$ cat config.mk
export PLATFORM = sky130hd
export DESIGN_NAME = spi_sup_slave
export DESIGN_NICKNAME = d
export VERILOG_FILES = /design/src/rtl/spi_sup_pkg.sv /design/src/rtl/spi_sup_sync.sv /design/src/rtl/spi_sup_frame.sv /design/src/rtl/spi_sup_ctrl.sv /design/src/rtl/spi_sup_slave.sv
export SDC_FILE = /design/constraint.sdc
export NUM_CORES = 1
export LEC_CHECK = 0
export ABC_CLOCK_PERIOD_IN_PS = 2100
export BUFFER_PORTS_ARGS = -buffer_cell sky130_fd_sc_hd__buf_2
export CAP_MARGIN = 15
export CELL_PAD_IN_SITES_DETAIL_PLACEMENT = 0
export CELL_PAD_IN_SITES_GLOBAL_PLACEMENT = 1
export CORE_ASPECT_RATIO = 0.8
export CORE_MARGIN = 2
export CORE_UTILIZATION = 30
export CTS_CLUSTER_DIAMETER = 200
export DETAILED_ROUTE_END_ITERATION = 10
export PLACE_DENSITY_LB_ADDON = 0.1
export SLEW_MARGIN = 20
export SYNTH_ARGS = -nofsm -noshare
export SYNTH_HDL_FRONTEND = slang
export SYNTH_SLANG_ARGS = --single-unit
$ cat constraint.sdc
create_clock -name clk -period 2.1 [get_ports clk]
set_input_delay 0.21 -clock clk [delete_from_list [all_inputs] [get_ports clk]]
set_output_delay 0.21 -clock clk [all_outputs]
set_load 0.01 [all_outputs]
$ cat src/rtl/spi_sup_pkg.sv
package spi_sup_pkg;

  localparam logic [7:0] OP_NONE  = 8'h00;
  localparam logic [7:0] OP_WRSR  = 8'h01;
  localparam logic [7:0] OP_WRITE = 8'h02;
  localparam logic [7:0] OP_READ  = 8'h03;
  localparam logic [7:0] OP_WRDI  = 8'h04;
  localparam logic [7:0] OP_RDSR  = 8'h05;
  localparam logic [7:0] OP_WREN  = 8'h06;

  localparam int ST_PEN = 7;
  localparam int ST_WDH = 5;
  localparam int ST_WDL = 4;
  localparam int ST_BPH = 3;
  localparam int ST_BPL = 2;
  localparam int ST_WEL = 1;

  typedef struct packed {
    logic       pen;
    logic [1:0] wd;
    logic [1:0] bp;
  } cfg_t;

  function automatic logic [7:0] status_byte(input cfg_t c, input logic wel);
    logic [7:0] s;
    s         = '0;
    s[ST_PEN] = c.pen;
    s[ST_WDH:ST_WDL] = c.wd;
    s[ST_BPH:ST_BPL] = c.bp;
    s[ST_WEL] = wel;
    return s;
  endfunction

  function automatic cfg_t cfg_from_byte(input logic [7:0] b);
    cfg_t c;
    c.pen = b[ST_PEN];
    c.wd  = b[ST_WDH:ST_WDL];
    c.bp  = b[ST_BPH:ST_BPL];
    return c;
  endfunction

endpackage

$ cat src/rtl/spi_sup_sync.sv
module spi_sup_sync #(
  parameter int             W       = 4,
  parameter int             STAGES  = 2,
  parameter logic [W-1:0]   RST_VAL = '0
) (
  input  logic         clk,
  input  logic         rst_n,
  input  logic [W-1:0] din,
  output logic [W-1:0] dout
);

  logic [STAGES-1:0][W-1:0] stage_q;
  logic [STAGES-1:0][W-1:0] stage_d;

  always_comb begin
    stage_d[0] = din;
    for (int i = 1; i < STAGES; i++) begin
      stage_d[i] = stage_q[i-1];
    end
  end

  always_ff @(posedge clk or negedge rst_n) begin
    if (!rst_n) begin
      for (int i = 0; i < STAGES; i++) stage_q[i] <= RST_VAL;
    end else begin
      stage_q <= stage_d;
    end
  end

  assign dout = stage_q[STAGES-1];

endmodule

$ cat src/rtl/spi_sup_frame.sv
module spi_sup_frame #(
  parameter int BYTE_W = 8,
  parameter int IDX_W  = 2
) (
  input  logic              clk,
  input  logic              rst_n,
  input  logic              active,
  input  logic              sck_rise,
  input  logic              mosi,
  output logic              byte_stb,
  output logic [BYTE_W-1:0] byte_data,
  output logic [IDX_W-1:0]  byte_idx
);

  localparam int                CNT_W   = $clog2(BYTE_W);
  localparam logic [CNT_W-1:0]  LAST    = CNT_W'(BYTE_W - 1);
  localparam logic [IDX_W-1:0]  IDX_MAX = {IDX_W{1'b1}};

  logic [CNT_W-1:0]  cnt_q,  cnt_d;
  logic [BYTE_W-1:0] sh_q,   sh_d;
  logic              stb_q,  stb_d;
  logic [BYTE_W-1:0] data_q, data_d;
  logic [IDX_W-1:0]  idx_q,  idx_d;
  logic [IDX_W-1:0]  idxo_q, idxo_d;

  always_comb begin
    cnt_d  = cnt_q;
    sh_d   = sh_q;
    stb_d  = 1'b0;
    data_d = data_q;
    idx_d  = idx_q;
    idxo_d = idxo_q;
    if (!active) begin
      cnt_d = '0;
      idx_d = '0;
    end else if (sck_rise) begin
      sh_d = {sh_q[BYTE_W-2:0], mosi};
      if (cnt_q == LAST) begin
        cnt_d  = '0;
        stb_d  = 1'b1;
        data_d = sh_d;
        idxo_d = idx_q;
        if (idx_q != IDX_MAX) idx_d = idx_q + IDX_W'(1);
      end else begin
        cnt_d = cnt_q + CNT_W'(1);
      end
    end
  end

  always_ff @(posedge clk or negedge rst_n) begin
    if (!rst_n) begin
      cnt_q  <= '0;
      sh_q   <= '0;
      stb_q  <= 1'b0;
      data_q <= '0;
      idx_q  <= '0;
      idxo_q <= '0;
    end else begin
      cnt_q  <= cnt_d;
      sh_q   <= sh_d;
      stb_q  <= stb_d;
      data_q <= data_d;
      idx_q  <= idx_d;
      idxo_q <= idxo_d;
    end
  end

  assign byte_stb  = stb_q;
  assign byte_data = data_q;
  assign byte_idx  = idxo_q;

  // a completed byte only comes out of a frame that was still open
  assert_byte_in_frame_R9: assert property (@(posedge clk) disable iff (!rst_n)
    stb_q |-> $past(active));

  // one strobe per byte
  assert_byte_single_R9: assert property (@(posedge clk) disable iff (!rst_n)
    stb_q |=> !stb_q);

endmodule

$ cat src/rtl/spi_sup_ctrl.sv
module spi_sup_ctrl
  import spi_sup_pkg::*;
#(
  parameter int AW    = 8,
  parameter int DW    = 8,
  parameter int IDX_W = 2
) (
  input  logic             clk,
  input  logic             rst_n,
  input  logic             active,
  input  logic             sck_fall,
  input  logic             byte_stb,
  input  logic [DW-1:0]    byte_data,
  input  logic [IDX_W-1:0] byte_idx,
  input  logic             wp_n,
  input  logic [DW-1:0]    mem_rdata,
  output logic             miso,
  output logic [AW-1:0]    mem_addr,
  output logic [DW-1:0]    mem_wdata,
  output logic             mem_we,
  output logic [1:0]       wd_sel,
  output logic [1:0]       bp_sel
);

  localparam logic [IDX_W-1:0] IDX_ADDR = IDX_W'(1);
  localparam logic [IDX_W-1:0] IDX_DATA = IDX_W'(2);

  logic [DW-1:0] op_q,    op_d;
  logic          wel_q,   wel_d;
  cfg_t          cfg_q,   cfg_d;
  logic [AW-1:0] addr_q,  addr_d;
  logic          fetch_q, fetch_d;
  logic [DW-1:0] tx_q,    tx_d;
  logic          miso_q,  miso_d;
  logic          we_q,    we_d;
  logic [DW-1:0] wdat_q,  wdat_d;

  logic          lock;
  logic          prot;
  logic [7:0]    stat;

  assign lock = cfg_q.pen & ~wp_n;
  assign stat = status_byte(cfg_q, wel_q);

  always_comb begin
    case (cfg_q.bp)
      2'b00:   prot = 1'b0;
      2'b01:   prot = &addr_q[AW-1:AW-2];
      2'b10:   prot = addr_q[AW-1];
      default: prot = 1'b1;
    endcase
  end

  always_comb begin
    op_d    = op_q;
    wel_d   = wel_q;
    cfg_d   = cfg_q;
    addr_d  = addr_q;
    fetch_d = 1'b0;
    tx_d    = tx_q;
    miso_d  = miso_q;
    we_d    = 1'b0;
    wdat_d  = wdat_q;
    if (!active) begin
      op_d   = OP_NONE;
      tx_d   = '0;
      miso_d = 1'b0;
    end else begin
      if (sck_fall) begin
        miso_d = tx_q[DW-1];
        tx_d   = {tx_q[DW-2:0], 1'b0};
      end
      if (fetch_q) tx_d = mem_rdata;
      if (byte_stb) begin
        if (byte_idx == '0) begin
          op_d = byte_data;
          case (byte_data)
            OP_WREN: wel_d = 1'b1;
            OP_WRDI: wel_d = 1'b0;
            OP_RDSR: tx_d  = stat;
            default: ;
          endcase
        end else begin
          case (op_q)
            OP_RDSR: tx_d = stat;
            OP_WRSR: begin
              if (byte_idx == IDX_ADDR && wel_q) begin
                wel_d = 1'b0;
                if (!lock) cfg_d = cfg_from_byte(byte_data);
              end
            end
            OP_READ: begin
              if (byte_idx == IDX_ADDR) addr_d = byte_data[AW-1:0];
              else                      addr_d = addr_q + AW'(1);
              fetch_d = 1'b1;
            end
            OP_WRITE: begin
              if (byte_idx == IDX_ADDR) begin
                addr_d = byte_data[AW-1:0];
              end else if (byte_idx == IDX_DATA && wel_q) begin
                wel_d = 1'b0;
                if (!prot) begin
                  we_d   = 1'b1;
                  wdat_d = byte_data;
                end
              end
            end
            default: ;
          endcase
        end
      end
    end
  end

  always_ff @(posedge clk or negedge rst_n) begin
    if (!rst_n) begin
      op_q    <= OP_NONE;
      wel_q   <= 1'b0;
      cfg_q   <= '0;
      addr_q  <= '0;
      fetch_q <= 1'b0;
      tx_q    <= '0;
      miso_q  <= 1'b0;
      we_q    <= 1'b0;
      wdat_q  <= '0;
    end else begin
      op_q    <= op_d;
      wel_q   <= wel_d;
      cfg_q   <= cfg_d;
      addr_q  <= addr_d;
      fetch_q <= fetch_d;
      tx_q    <= tx_d;
      miso_q  <= miso_d;
      we_q    <= we_d;
      wdat_q  <= wdat_d;
    end
  end

  assign miso      = miso_q;
  assign mem_addr  = addr_q;
  assign mem_wdata = wdat_q;
  assign mem_we    = we_q;
  assign wd_sel    = cfg_q.wd;
  assign bp_sel    = cfg_q.bp;

  // while pin and enable both lock, the configuration cannot move
  assert_cfg_frozen_R7: assert property (@(posedge clk) disable iff (!rst_n)
    lock |=> $stable(cfg_q));

  // a configuration change needs the latch one cycle earlier
  assert_cfg_needs_wel_R6: assert property (@(posedge clk) disable iff (!rst_n)
    !$stable(cfg_q) |-> $past(wel_q));

  // a memory write consumes the latch
  assert_we_consumes_wel_R11: assert property (@(posedge clk) disable iff (!rst_n)
    we_q |-> ($past(wel_q) && !wel_q));

  // write strobe lasts one cycle
  assert_we_pulse_R11: assert property (@(posedge clk) disable iff (!rst_n)
    we_q |=> !we_q);

  // no strobe for a protected address
  assert_we_unprotected_R12: assert property (@(posedge clk) disable iff (!rst_n)
    we_q |-> !$past(prot));

endmodule

$ cat src/rtl/spi_sup_slave.sv
module spi_sup_slave
  import spi_sup_pkg::*;
#(
  parameter int AW          = 8,
  parameter int DW          = 8,
  parameter int SYNC_STAGES = 2
) (
  input  logic          clk,
  input  logic          rst_n,
  input  logic          spi_cs_n,
  input  logic          spi_sck,
  input  logic          spi_mosi,
  input  logic          spi_wp_n,
  output logic          spi_miso,
  output logic          spi_miso_oe,
  output logic [AW-1:0] mem_addr,
  output logic [DW-1:0] mem_wdata,
  output logic          mem_we,
  input  logic [DW-1:0] mem_rdata,
  output logic [1:0]    wd_period_sel,
  output logic [1:0]    blk_prot
);

  localparam int PIN_W = 4;
  localparam int IDX_W = 2;
  // pin order {wp_n, mosi, sck, cs_n}; cs_n starts low so that a frame
  // open at reset release never yields a falling edge
  localparam logic [PIN_W-1:0] PIN_RST = 4'b1000;

  // reset: asserted asynchronously, released on the clock
  logic [1:0] rst_pipe_q;
  logic       rst_n_s;

  always_ff @(posedge clk or negedge rst_n) begin
    if (!rst_n) rst_pipe_q <= 2'b00;
    else        rst_pipe_q <= {rst_pipe_q[0], 1'b1};
  end
  assign rst_n_s = rst_pipe_q[1];

  logic [PIN_W-1:0] pins;

  spi_sup_sync #(
    .W       (PIN_W),
    .STAGES  (SYNC_STAGES),
    .RST_VAL (PIN_RST)
  ) u_sync (
    .clk   (clk),
    .rst_n (rst_n_s),
    .din   ({spi_wp_n, spi_mosi, spi_sck, spi_cs_n}),
    .dout  (pins)
  );

  logic cs_lvl, sck_lvl, mosi_lvl, wp_lvl;
  assign cs_lvl   = pins[0];
  assign sck_lvl  = pins[1];
  assign mosi_lvl = pins[2];
  assign wp_lvl   = pins[3];

  logic cs_prev_q,  sck_prev_q;
  logic armed_q,    armed_d;
  logic cs_fall, sck_rise, sck_fall, active;

  assign cs_fall  =  cs_prev_q & ~cs_lvl;
  assign sck_rise = ~sck_prev_q &  sck_lvl;
  assign sck_fall =  sck_prev_q & ~sck_lvl;
  assign armed_d  = armed_q | cs_fall;
  assign active   = armed_q & ~cs_lvl;

  always_ff @(posedge clk or negedge rst_n_s) begin
    if (!rst_n_s) begin
      cs_prev_q  <= 1'b0;
      sck_prev_q <= 1'b0;
      armed_q    <= 1'b0;
    end else begin
      cs_prev_q  <= cs_lvl;
      sck_prev_q <= sck_lvl;
      armed_q    <= armed_d;
    end
  end

  logic             byte_stb;
  logic [DW-1:0]    byte_data;
  logic [IDX_W-1:0] byte_idx;

  spi_sup_frame #(
    .BYTE_W (DW),
    .IDX_W  (IDX_W)
  ) u_frame (
    .clk       (clk),
    .rst_n     (rst_n_s),
    .active    (active),
    .sck_rise  (sck_rise),
    .mosi      (mosi_lvl),
    .byte_stb  (byte_stb),
    .byte_data (byte_data),
    .byte_idx  (byte_idx)
  );

  spi_sup_ctrl #(
    .AW    (AW),
    .DW    (DW),
    .IDX_W (IDX_W)
  ) u_ctrl (
    .clk       (clk),
    .rst_n     (rst_n_s),
    .active    (active),
    .sck_fall  (sck_fall),
    .byte_stb  (byte_stb),
    .byte_data (byte_data),
    .byte_idx  (byte_idx),
    .wp_n      (wp_lvl),
    .mem_rdata (mem_rdata),
    .miso      (spi_miso),
    .mem_addr  (mem_addr),
    .mem_wdata (mem_wdata),
    .mem_we    (mem_we),
    .wd_sel    (wd_period_sel),
    .bp_sel    (blk_prot)
  );

  assign spi_miso_oe = active;

  // nothing leaves the block before the first select edge
  assert_quiet_until_armed_R2: assert property (@(posedge clk) disable iff (!rst_n_s)
    !armed_q |-> (!spi_miso_oe && !mem_we && !spi_miso));

  // a deselected pin level keeps the pad undriven
  assert_hiz_deselected_R1: assert property (@(posedge clk) disable iff (!rst_n_s)
    cs_lvl |-> !spi_miso_oe);

endmodule

==> results.md, run 1 <==
- CP Capture Type: flip-flop
- Top cells by count, synth: dfrtp_1, nand2_1, a21oi_1, mux2_2, nor2_1
- Synth Area in Simple Gates: 0.1439
- Largest family of logic cells by synthesized area: multiplexers
- CP Launch Type: flip-flop
- Routed WL: 8224 um
- RSZ-0062 raised after global routing: false
- Antenna violations before repair: 0
- Switching Fraction: 0.2170
- Die height: 99.81 um
- Clock root buffer: clkbuf_16
- TritonCTS clock tree: built
- Logic pwr share: 0.037
- Worst path slowest cell: or4_4
- Crit path kind: reg2reg
- Hold violation count in the final report: 0
- Worst Path Buf+Inv: 1
- Largest cells by area after synthesis: dfrtp_1, mux2_2, mux2i_1
- Cell area after layout: 0.004363 mm2
- Flops & latches, synth: 77
- Mux cell area share after synthesis: 0.1563
- Adder-cell share of the synthesized area: 0.01454
- Total GRT Usage: 0.1466
- P_int: 2.710 mW
- Async set-reset flop share out of synthesis: 1.000
- DRC Markers: 0
- Min-delay worst type: in2reg
- Filler cells: 1057
- CP top delay family: simple AND/OR/NAND/NOR gates
- Crit path cell chain: or4_4, nor3_4, nand3_2, a2111oi_4, buf_4, mux2_2
- Area Growth Syn to Fin: 26.75%
- Fin Clk Skew: 0.005857 ns
- Die Wd: 123.8 um
- Wire per inst: 15.91 um
- Sequential share of power: 0.465
- Proportion of layout cells with a drive suffix above 1: 0.3298
- Synth area leader: dfrtp_1
- Yosys cell types: 40
- Post-synth net total: 322
- XOR/XNOR share of the synthesized area: 0.002545
- Minimum clock period: 2.032 ns
- Post-synth top area share: 0.5453
- Synth Cell Area: 0.003442 mm2
- Antenna viol nets, final: 0
- Clock latency on the worst-skew pair: 0.34 ns
- Num CTS Buffers: 9
- Vias per cell: 4.797
- YS warnings: 0
- Mean post-synth cell area: 11.32 um2
- Run status: finished, final reports clean
- Seq/Total Area, Yosys: 0.5605
- Via count: 2480
- Initial Utilization: 0.3124
- Final setup vio count: 0
- Clock share of power: 0.497
- Syn Inst Count: 304
- Max Root-Sink Buffers: 2
- EDFF count, synth: 0
- CTS sink count: 77
- Slew HR: 0.6506
- Worst path max stage delay: 0.57 ns
- First-pass GRT wire length: 13380 um
- GR Overflow Total: 0
- H-tree depth: 3
- Rows: 34
- DR iter-0 viols: 212
- I/O pin count: 37
- Max VDD drop: 502.5 uV
- Detailed placement HPWL: 5524 um
- Switching power: 751.1 uW
- Non-filler cells, final: 517
- Post-Place Worst Slack: -0.01126 ns
- Vias in the first global route: 2443
- Reg clk slew, reported paths: 0.06 ns
- Diode count: 0
- Compound-Gate Fraction of Synth Area: 0.09051
- Worst Path Max Fanout: 5
- CP arrival: 2.25 ns
- Core region area: 0.01102 mm2
- PwrDens: 793.2 mW/mm2
- Final GP Congestion: 0.7675
- Setup ws final: 0.06794 ns
- Max Fclk: 0.4921 GHz
- Synth Flop Type: dfrtp_1
- Placed Area: 0.003939 mm2
- Lkg Pwr: 2.132 nW
- Worst slew pin tran: 0.5241 ns
- # Max-Cap Violations: 0
- IO buf count: 36
- Pins Over Slew Limit: 0
- Most frequent cell after synthesis: dfrtp_1
- Worst Path Required: 2.32 ns
- DIE AREA: 0.01235 mm2
- Pin count of the biggest net entering global routing: 39
- Router iterations before antenna repair: 4
- Final worst path period share: 0.9676
- Final #Nets: 386
- Post-placement cell count: 495
## kinds of logic (layout without fill, tap and decap cells)
family / after synthesis / in the layout
AOI/OAI and AO/OA: 54 / 54
adders and majority gates: 4 / 4
muxes: 47 / 47
xor gates and xnor gates: 1 / 1
buffers and inverters: 22 / 91
and+or+nand+nor: 98 / 98
other: 1 / 1
DFF: 77 / 77
## path summary, 6_finish.rpt
path | depth (start not counted) | slack, ns | from | end
min in group asynchronous | 2 | 0.17 | rst_n | rst_pipe_q[1]
hold / removal | 3 | 0.11 | mem_rdata[0] | u_ctrl.tx_q[0]
max in group asynchronous | 1 | 1.19 | rst_pipe_q[1] | u_ctrl.tx_q[1]
setup / recovery | 6 | 0.07 | u_ctrl.op_q[3] | u_ctrl.bp_sel[1]
setup reg to reg | 6 | 0.07 | u_ctrl.op_q[3] | u_ctrl.bp_sel[1]
hold reg to reg | 0 | 0.31 | rst_pipe_q[1] | u_ctrl.mem_wdata[3]
## through the flow
step                      hold slack (ns)  setup TNS (ns)  utilization  total power, mW
after floorplan                  -0.08559               0            -            1.705
after global placement          -0.005045               0       0.3575            1.763
after detailed placement        -0.002896        -0.02378       0.3575            1.766
after CTS                          0.1050               0       0.3927            3.517
after global routing               0.1318               0       0.3960            3.601
final                              0.1115               0       0.3960            3.461
## power by group through the flow
stage / Combinational [mW] / Clock, mW / Sequential (mW)
after floorplan: 0.0763 / 0 / 1.63
after global placement: 0.123 / 0 / 1.64
after global routing: 0.146 / 1.83 / 1.62
final: 0.129 / 1.72 / 1.61
after CTS: 0.132 / 1.77 / 1.61
after detailed placement: 0.125 / 0 / 1.64
## layout by cell type (no fill, tap or decap), drive strengths merged, types with 2 or more instances in the layout
master        n
dfrtp        75
buf          64
nand2        31
mux2         30
a21oi        29
nor2         21
mux2i        17
o21ai        17
clkbuf       10
nand3         9
nand2b        8
inv           8
dlygate4sd3   5
nor3          5
nor2b         4
nand4         4
ha            4
nor4          4
nor3b         3
or4           3
nor4b         2
o22ai         2
bufinv        2
dfstp         2
and2          2
clkinv        2
## flip-flops by register name, indices dropped and copies added (netlist names), 3 cells and up
signal,flops
u_frame.byte_data,8
u_frame.sh_q,7
u_ctrl.tx_q,8
u_sync.stage_d,4
u_ctrl.mem_wdata,8
u_sync.dout,4
u_frame.cnt_q,3
u_ctrl.mem_addr,8
u_ctrl.op_q,8
## worst register-to-register path: cells and delay by family, from the launching register on
family                 cells  cell delay [ns]
DFF                        1             0.38
buffers and inverters      1             0.19
and+or+nand+nor            3             0.84
AOI/OAI and AO/OA          1             0.19
muxes                      1             0.33
## metal layers
metal / GRT usage / vias to the layer above / part of all wire
met3: 0.04375 / 6 / 0.039
met5: 0 / - / 0
met2: 0.2088 / 49 / 0.44
met4: 0.05245 / 0 / 0.014
met1: 0.2108 / 1230 / 0.50
li1: - / 1195 / -
## repair_timing
item / 4_1_cts / 5_1_grt
gates cloned: 0 / 0
hold buffers: 5 / 0
pin swaps: 0 / 0
setup buffers: 1 / 0
hold endpoints to repair: 6 / 0
setup endpoints to repair: 4 / 19
gates resized for setup: 0 / 8
## layout make-up
class                           count  area, um2  share of cell area
Multi-Input combinational cell    205       1440              0.3301
Sequential cell                    77       1933              0.4431
Timing Repair Buffer               69      456.7              0.1047
Tap cell                          144      180.2             0.04130
Inverter                            6      22.52            0.005162
Clock buffer                       10      239.0             0.05477
Clock inverter                      6      91.34             0.02093
Note: power is estimated with default switching activity, not from simulation.
==> inputs of run 2 (changes only) <==
Settings changed: ABC_AREA set to 1.
==> results.md, run 2 <==
- Flops & latches, synth: 77
- PwrDens: 762.2 mW/mm2
- Crit path cell chain: nor2_4, nand2_2, nor2_4, nand4_1, nand2_1, buf_4, nand2_1, o21ai_2, inv_2
- Post-CTS Setup Repair Bufs: 0
- Most common cell after layout, fill and taps aside: nand2_1
- # Max-Cap Violations: 0
- Crit path kind: reg2reg
- Worst slew pin tran: 0.5639 ns
- Seq/Total Area, Yosys: 0.5390
- Reg clk slew, reported paths: 0.06 ns
- Routed WL: 8334 um
- Clock latency on the worst-skew pair: 0.33 ns
- Lkg Pwr: 2.230 nW
- Clock root buffer: clkbuf_16
- Most frequent cell after synthesis: nand2_1
- Synth area leader: dfrtp_1
- Clock share of power: 0.479
- Async set-reset flop share out of synthesis: 1.000
- Die Wd: 126.1 um
- Worst Path Required: 2.33 ns
- EDFF count, synth: 0
- Fin util: 0.3708
- Router iterations before antenna repair: 4
- DIE AREA: 0.01283 mm2
- Placed Area: 0.003934 mm2
- CP Capture Type: flip-flop
- Hold violation count in the final report: 0
- Pin count of the biggest net entering global routing: 32
- Post-Place Worst Slack: 0.4600 ns
- First-pass GRT wire length: 13900 um
- Wire per inst: 13.68 um
- PostCTS Resize Cnt: 0
- YS warnings: 0
- RSZ-0062 raised after global routing: false
- P_int: 2.537 mW
- CP Launch Type: flip-flop
- Worst path max stage delay: 0.41 ns
- Synth Flop Type: dfrtp_1
- Fin Clk Skew: 0.006753 ns
- Rows: 35
- Worst path slowest cell: dfrtp_1
- Final #Nets: 474
- Max VDD drop: 417.3 uV
- CP top delay family: simple AND/OR/NAND/NOR gates
- Diode count: 0
- H-tree depth: 3
- Min-delay worst type: in2async
- Yosys cell types: 35
- TritonCTS clock tree: built
- I/O pin count: 37
- Detailed placement HPWL: 6081 um
- DRC Markers: 0
- Switching Fraction: 0.2236
- Antenna viol nets, final: 0
- Final GP Congestion: 0.7402
- Max Root-Sink Buffers: 2
- Antenna violations before repair: 0
- Largest cells by area after synthesis: dfrtp_1, nand2_1, inv_1
- Die height: 101.7 um
- Logic pwr share: 0.034
- Vias in the first global route: 2680
- Via count: 2688
- Vias per cell: 4.414
- Total GRT Usage: 0.1399
- Worst Path Max Fanout: 7
- Synth Cell Area: 0.003580 mm2
- Setup ws final: 0.4659 ns
- Post-synth top area share: 0.5243
- Proportion of layout cells with a drive suffix above 1: 0.2213
- Core region area: 0.01156 mm2
- Post-synth net total: 425
- Run status: finished, final reports clean
- DR iter-0 viols: 116
- Syn Inst Count: 407
- Minimum clock period: 1.634 ns
- Final setup vio count: 0
- Num CTS Buffers: 9
- Filler cells: 1233
- Sequential share of power: 0.487
- Pins Over Slew Limit: 0
- Mean post-synth cell area: 8.795 um2
- Power Total: 3.267 mW
- Top cells by count, synth: nand2_1, dfrtp_1, inv_1, nor2_1, nand3_1
- Final worst path period share: 0.7781
- CP arrival: 1.86 ns
- Area Growth Syn to Fin: 19.75%
- Switching power: 730.4 uW
- Slew HR: 0.6215
- Initial Utilization: 0.3096
- GR Overflow Total: 0
- Worst Path Buf+Inv: 2
- Cell area after layout: 0.004287 mm2
- CTS sink count: 77
- Max Fclk: 0.6120 GHz
- Most frequent cells in the layout: nand2_1, dfrtp_1, inv_1, buf_2, nor2_1
- IO buf count: 36
- Setup TNS: 0 ns
## run 2: cell count changes after synthesis, sizes merged, moves of 21 or more
cell,change
nand2,+94
a21oi,-26
o21ai,+21
inv,+43
nor2,+21
mux2,-30
## run 2: cells by family (layout without fill, tap and decap cells)
| kind of cell | after synthesis | count (layout) | share of synthesized area |
|---|---|---|---|
| muxes | 2 | 2 | 0.005593 |
| xor gates and xnor gates | 5 | 5 | 0.01223 |
| buffers and inverters | 60 | 114 | 0.07654 |
| adders and majority gates | 4 | 4 | 0.01398 |
| AOI/OAI and AO/OA | 55 | 55 | 0.09787 |
| other | 1 | 1 | 0.001048 |
| and+or+nand+nor | 203 | 203 | 0.2538 |
| DFF | 77 | 77 | 0.5390 |
## run 2: power groups by stage
stage	Sequential (mW)	Combinational (mW)	Clock (mW)
floorplan	1.61	0.0559	0
global placement	1.62	0.110	0
detailed placement	1.62	0.110	0
CTS	1.59	0.117	1.61
global route	1.60	0.131	1.68
finish	1.59	0.112	1.56
## run 2: timing repair
action | CTS | global route
hold buffers | 5 | 0
endpoints found under the hold margin | 6 | 0
setup endpoints to repair | 0 | 0
## run 2: path summary, 6_finish.rpt
kind	startpoint	to	slack, ns	cells past startpoint
max	u_sync.dout[0]	u_ctrl.mem_addr[4]	0.47	9
max reg2reg	u_sync.dout[0]	u_ctrl.mem_addr[4]	0.47	9
min	rst_n	rst_pipe_q[1]	0.17	2
min in group clk	mem_rdata[6]	u_ctrl.tx_q[6]	0.17	3
max in group asynchronous	rst_pipe_q[1]	cs_prev_q	1.23	1
min reg2reg	rst_pipe_q[1]	u_ctrl.mem_wdata[7]	0.28	0
## run 2: routing by layer
layer  track usage  vias up  wire, um
li1              -     1389         -
met1        0.2034     1242      4367
met2        0.2026       48      3460
met3       0.03803        9       394
met4       0.04480        0       112
met5             0        -         0
## run 2: area by class of cell
class	instances	area [um2]	share of cell area
timing repair buffer	49	302.8	0.07064
sequential	77	1933	0.4510
tap	148	185.2	0.04320
inverter	49	186.4	0.04349
clock inverter	5	60.06	0.01401
clock buffer	11	242.7	0.05663
multi-input combinational	270	1376	0.3211
## run 2: through the flow
stage	hold WS (ns)	cells
CTS	0.1632	609
finish	0.1685	609
floorplan	-0.08559	407
global route	0.1764	609
detailed placement	-0.002472	588
global placement	-0.005462	588
==> inputs of run 3 (changes only) <==
Settings changed: ABC_CLOCK_PERIOD_IN_PS 2100 to 1500.
Clock period 2.1 ns to 1.5 ns, I/O delays scaled along.
==> results.md, run 3 (synthesis gave the netlist of run 2 again) <==
- Run status: finished, final reports clean
- Max Root-Sink Buffers: 2
- Detailed placement HPWL: 6081 um
- Pin count of the biggest net entering global routing: 42
- CTS sink count: 77
- Most common cell after layout, fill and taps aside: nand2_1
- Vias per cell: 4.359
- Switching power: 1.050 mW
- P_int: 3.617 mW
- Placed Area: 0.004101 mm2
- Post-Place Worst Slack: 0.02506 ns
- Minimum clock period: 1.458 ns
- Min-delay worst type: in2reg
- Crit path kind: reg2reg
- CP Capture Type: flip-flop
- Max Fclk: 0.6861 GHz
- Final setup vio count: 0
- Hold violation count in the final report: 0
- Max VDD drop: 640.7 uV
- Core region area: 0.01156 mm2
- Register Area: 0.001933 mm2
- Vias in the first global route: 2683
- Clock share of power: 0.487
- Sequential share of power: 0.475
- CP arrival: 1.69 ns
- Cell area after layout: 0.004618 mm2
- DR iter-0 viols: 190
- WL met1: 4513 um
- Routed WL: 8622 um
- Logic pwr share: 0.039
- Area of the multi-input gates: 0.001456 mm2
- IO buf count: 36
- Die Wd: 126.1 um
- Num CTS Buffers: 9
- Die height: 101.7 um
- DRC Markers: 0
- Met2 WL: 3758 um
- Clock root buffer: clkbuf_16
- Total GRT Usage: 0.1428
- Via count: 2777
- Rows: 35
- DIE AREA: 0.01283 mm2
- Router iterations before antenna repair: 4
- RSZ-0062 raised after global routing: true
- First-pass GRT wire length: 14060 um
- H-tree depth: 3
- Most frequent cells in the layout: nand2_1, dfrtp_1, inv_1, buf_2, nor2_1
- Lkg Pwr: 2.400 nW
- Antenna violations before repair: 0
- Clock latency on the worst-skew pair: 0.34 ns
- Final GP Congestion: 0.7401
- WHS: 0.1076 ns
- Worst Path Required: 1.73 ns
- Switching Fraction: 0.2250
- Final worst path period share: 0.9717
- Fin Clk Skew: 0.006387 ns
- CP Launch Type: flip-flop
- Antenna viol nets, final: 0
- Setup ws final: 0.04239 ns
- Area Growth Syn to Fin: 29.01%
- # Max-Cap Violations: 0
- Filler cells: 1209
- Proportion of layout cells with a drive suffix above 1: 0.2986
- Diode count: 0
- Highest routed layer: met4
- Wire per inst: 13.54 um
- Fin util: 0.3995
- I/O pin count: 37
- Met3 wire len: 251 um
- Pins Over Slew Limit: 0
- Worst Path Max Fanout: 3
- TritonCTS clock tree: built
- Initial Utilization: 0.3096
- PwrDens: 1011 mW/mm2
- Final #Nets: 502
- GR Overflow Total: 0
- Reg clk slew, reported paths: 0.06 ns
[run 3: cell count changes in the layout (fill, tap and decap cells not counted), sizes merged]
| cell | before | now |
|---|---|---|
| buf | 44 | 71 |
| clkinv | 3 | 1 |
| clkbuf | 11 | 12 |
| inv | 49 | 50 |
| nand2 | 125 | 126 |
[run 3: cell type report]
| cell class | count | share of cell area |
|---|---|---|
| clock buffers | 12 | 0.05554 |
| clock inverters | 4 | 0.01192 |
| inverters | 49 | 0.04037 |
| multi-input cells | 271 | 0.3154 |
| flip-flops and latches | 77 | 0.4186 |
| well taps | 148 | 0.04010 |
| repair buffers | 76 | 0.1181 |
[run 3: critical path, stage by stage, from the launching register on]
cell	delay, ns
dfrtp_1	0.40
ha_1	0.21
ha_1	0.20
inv_1	0.16
nor2_1	0.06
nand2_1	0.11
xor2_1	0.15
nor2_1	0.05
[run 3: power by group through the flow]
stage / clock network, mW / registers [mW] / logic [mW]
finish: 2.27 / 2.21 / 0.181
global route: 2.43 / 2.23 / 0.213
CTS: 2.33 / 2.22 / 0.186
detailed placement: 0 / 2.25 / 0.175
global placement: 0 / 2.25 / 0.173
floorplan: 0 / 2.25 / 0.0782
[run 3: final timing paths]
kind | slack (ns) | cells past startpoint | end | start
setup / recovery | 0.04 | 7 | u_frame.idx_q[0] | u_frame.cnt_q[0]
hold reg to reg | 0.20 | 0 | u_ctrl.mem_wdata[4] | rst_pipe_q[1]
hold / removal | 0.11 | 3 | u_ctrl.tx_q[6] | mem_rdata[6]
max in group asynchronous | 0.77 | 1 | u_sync.stage_d[7] | rst_pipe_q[1]
min in group asynchronous | 0.12 | 2 | rst_pipe_q[1] | rst_n
setup reg to reg | 0.04 | 7 | u_frame.idx_q[0] | u_frame.cnt_q[0]
[run 3: per-layer routing]
metal / track usage / up-vias
met5: 0 / -
met4: 0.04565 / 0
li1: - / 1454
met1: 0.2040 / 1282
met3: 0.03803 / 9
met2: 0.2122 / 32
[run 3: what timing repair did]
item | in CTS | in global routing
gates resized for setup | 0 | 30
buffers inserted | 0 | 8
endpoints found under the setup margin | 0 | 42
hold buffers | 5 | 0
hold endpoints to repair | 6 | 0
[run 3: metrics by stage]
stage	TNS (ns)	power, mW	instances
6_report	0	4.667	637
5_1_grt	-0.9507	4.872	637
4_1_cts	0	4.738	628
3_5_place_dp	0	2.430	607
3_3_place_gp	0	2.425	607
2_1_floorplan	0	2.333	407
